<file path="src/rtl/pci_mem_bar.sv">
module pci_mem_bar #(
  parameter int SZ       = 16,
  parameter bit PREFETCH = 1'b1
) (
  input  logic        clk,
  input  logic        rst_n,
  input  logic        cfg_wr,
  input  logic [31:0] cfg_wdata,
  input  logic [3:0]  cfg_be,
  input  logic        cfg_rd,
  output logic [31:0] cfg_rdata,
  input  logic [31:0] bus_addr,
  input  logic        dec_en,
  output logic        hit
);
  localparam int         BW   = 32 - SZ;
  localparam logic [3:0] TYPE = {PREFETCH, 3'b000};

  logic [BW-1:0] base_q;
  logic [31:0]   lane_m, cur, nxt;
  logic          unused_bits;

  assign lane_m = {{8{cfg_be[3]}}, {8{cfg_be[2]}}, {8{cfg_be[1]}}, {8{cfg_be[0]}}};
  assign cur    = {base_q, {SZ{1'b0}}};
  assign nxt    = (cur & ~lane_m) | (cfg_wdata & lane_m);
  assign hit    = dec_en && (bus_addr[31:SZ] == base_q);

  assign unused_bits = ^{bus_addr[SZ-1:0], nxt[SZ-1:0]};

  always_ff @(posedge clk) begin
    if (!rst_n) begin
      base_q    <= '0;
      cfg_rdata <= {28'd0, TYPE};
    end else begin
      if (cfg_rd) cfg_rdata <= cur | {28'd0, TYPE};
      if (cfg_wr) base_q    <= nxt[31:SZ];
    end
  end
endmodule


</file>
<file path="config.mk">
export PLATFORM = sky130hd
export DESIGN_NAME = pci_mem_bar
export DESIGN_NICKNAME = d
export VERILOG_FILES = /design/src/rtl/pci_mem_bar.sv
export SDC_FILE = /design/constraint.sdc
export NUM_CORES = 1
export LEC_CHECK = 0
export ABC_CLOCK_PERIOD_IN_PS = 2400
export CORE_MARGIN = 5
export CORE_UTILIZATION = 38
export DETAILED_ROUTE_END_ITERATION = 16
export PLACE_DENSITY_LB_ADDON = 0.1
export SYNTH_ARGS = -nofsm -noshare
export SYNTH_HDL_FRONTEND = slang
export SYNTH_SLANG_ARGS = --single-unit
export TNS_END_PERCENT = 50
</file>
<file path="constraint.sdc">
create_clock -name clk -period 2.4 [get_ports clk]
set_input_delay 0.36 -clock clk [delete_from_list [all_inputs] [get_ports clk]]
set_output_delay 0.36 -clock clk [all_outputs]
set_load 0.02 [all_outputs]
</file>
==> run summary <==
Status -> complete, no violations
Final cycle utilization of the critical path -> 0.914
CP startpoint kind -> input pin
Hold WC Path Type -> register to register
Leak pwr -> 0.811 nW
Worst-path clk slew -> 70 ps
Slew margin rel. -> 0.405
RSZ-0062 raised after global routing -> no
Vias in the first global route -> 1258
Peak Freq -> 456 MHz
Total Power -> 1.26 mW
Longest Clk Path Bufs -> 2
Clk_skew -> 8.41 ps
GR Overflow Total -> 0
Crit path kind -> input pin to output port
PD cells -> 587 mW/mm2
Root Driver -> clkbuf_8
Number of I/O port buffers -> 55
CP Data Arrival Time -> 1830 ps
Gr busiest metal -> met2
Post-layout net count -> 289
Slew Viols, Final -> 0
Unique cell type count in the Yosys netlist -> 15
First-pass DRT Iterations -> 4
CTS Hold Bufs -> 0
HPWL Detailed -> 2710 um
CP cell instances -> clkdlybuf4s50_1 -> xor2_1 -> nor4_1 -> nand4_1 -> nor4_2 -> clkbuf_2
Post-synthesis register bit count -> 32
Endpoints failing hold -> 0
Post-Route WL -> 3560 um
GR Layer Usage met2 -> 0.225
Syn Area/Cell -> 9.32 um2
Met3 Usage GRT -> 0.0455
Yosys warning count -> 0
Placed insts -> 259
Vias -> 1185
Seq/Total Area, Yosys -> 0.422
Largest net degree at the start of global routing -> 33
H-tree Lvls -> 2
Most common cell after layout, fill and taps aside -> clkdlybuf4s50_1
Min Tclk post-route -> 2190 ps
Antenna violations before repair -> 0
Setup violations, final -> 0
Slowest-stage cell, CP -> clkdlybuf4s50_1
Crit Path Max Fanout -> 1
Initial Utilization -> 0.385
Die Y -> 73.2 um
N_diodes -> 0
Remaining antenna violation count -> 0
Max-Cap Viols -> 0
Worst-Margin Slew -> 889 ps
Worst skew pair latency -> 280 ps
Total CTS buffers -> 5
Total GRT Usage -> 0.140
Hold_ws -> 500 ps
Non-Filler Instances -> 267
Overall die width -> 73.2 um
Die Area -> 0.00536 mm2
Share of cells above drive strength 1 -> 0.0507
CP max stage delay -> 420 ps
Initial DRC Count -> 38
Crit end category -> output port
Vias per Instance -> 4.44
# IOs -> 106
Mapped cell area -> 0.00152 mm2
Clock sinks -> 32
Mapped Cells -> 163
DRC violation count after routing -> 0
Core ar. -> 0.00394 mm2
Setup TNS -> 0 ps
VDD IR max -> 0.277 mV
Global-route met1 utilization -> 0.169
WL/cell -> 13.3 um
Reg2reg setup slack -> 1700 ps
First-pass GRT wire length -> 5710 um
Rows -> 23
Final Wtd Congestion -> 0.745
CP Data Required Time -> 2040 ps
Synth-to-Final Area Change -> 40.9%
CTS tree -> done
Most frequent cells in the layout -> clkdlybuf4s50_1 (54), dfxtp_1 (32), nand2_1 (19)
cell families after synthesis:
family | count (synthesis) | synth area share
compound gates | 16 | 0.0791
xor+xnor | 16 | 0.0923
flops | 32 | 0.422
other cells | 2 | 0.00494
buf+inv | 25 | 0.106
simple gates | 56 | 0.190
mux | 16 | 0.105
worst max-delay path, delay by kind of cell:
family / cells / cell delay [ps]
and+or+nand+nor: 3 / 690
xor gates and xnor gates: 1 / 150
buffers and inverters: 2 / 630
metal layers:
| metal | part of all wire | vias up |
|---|---|---|
| met5 | 0 | - |
| met2 | 0.48 | 40 |
| met4 | 0.016 | 0 |
| met3 | 0.077 | 7 |
| li1 | - | 613 |
| met1 | 0.43 | 525 |
report_power, final:
part	total (mW)	switching, mW	internal [mW]
Sequential	0.565	0.0149	0.550
Clock	0.495	0.187	0.308
Combinational	0.198	0.0910	0.107
metrics by stage:
step                       util  setup slack, ps  instance area, um2
final                     0.543              206                2140
after global routing      0.543             27.3                2140
after CTS                 0.544             17.4                2140
after detailed placement  0.517             -273                2040
after global placement    0.517             -262                2040
after floorplan               -              699                1570
layout make-up:
type	instances	area [um2]
clock buffers	6	72.6
flip-flops and latches	32	641
fillers	384	1800
clock inverters	2	35.0
well taps	50	62.6
multi-input cells	120	769
repair buffers	57	561
synth_stat cells, drive strengths merged:
| cell | count | area [um2] |
|---|---|---|
| nor4 | 2 | 18.8 |
| xor2 | 4 | 35.0 |
| nor2b | 16 | 100 |
| xnor2 | 12 | 105 |
| nand3 | 16 | 80.1 |
| buf | 20 | 143 |
| nand4 | 3 | 18.8 |
| conb | 2 | 7.51 |
| mux2i | 16 | 160 |
| clkbuf | 5 | 18.8 |
| a21boi | 16 | 120 |
| dfxtp | 32 | 641 |
| nand2 | 19 | 71.3 |
worst paths after layout:
check / startpoint / end / depth (start not counted)
setup reg to reg: register / register / 2
hold reg to reg: register / register / 2
hold / removal: register / register / 2
setup / recovery: bus_addr[31] / hit / 6
what timing repair did:
item                                    in CTS  in global routing
pin swaps                                    0                  0
gates resized for setup                      1                  3
endpoints found under the setup margin       1                  1
buffers inserted                             0                  0
Note: power is estimated with default switching activity, not from simulation.
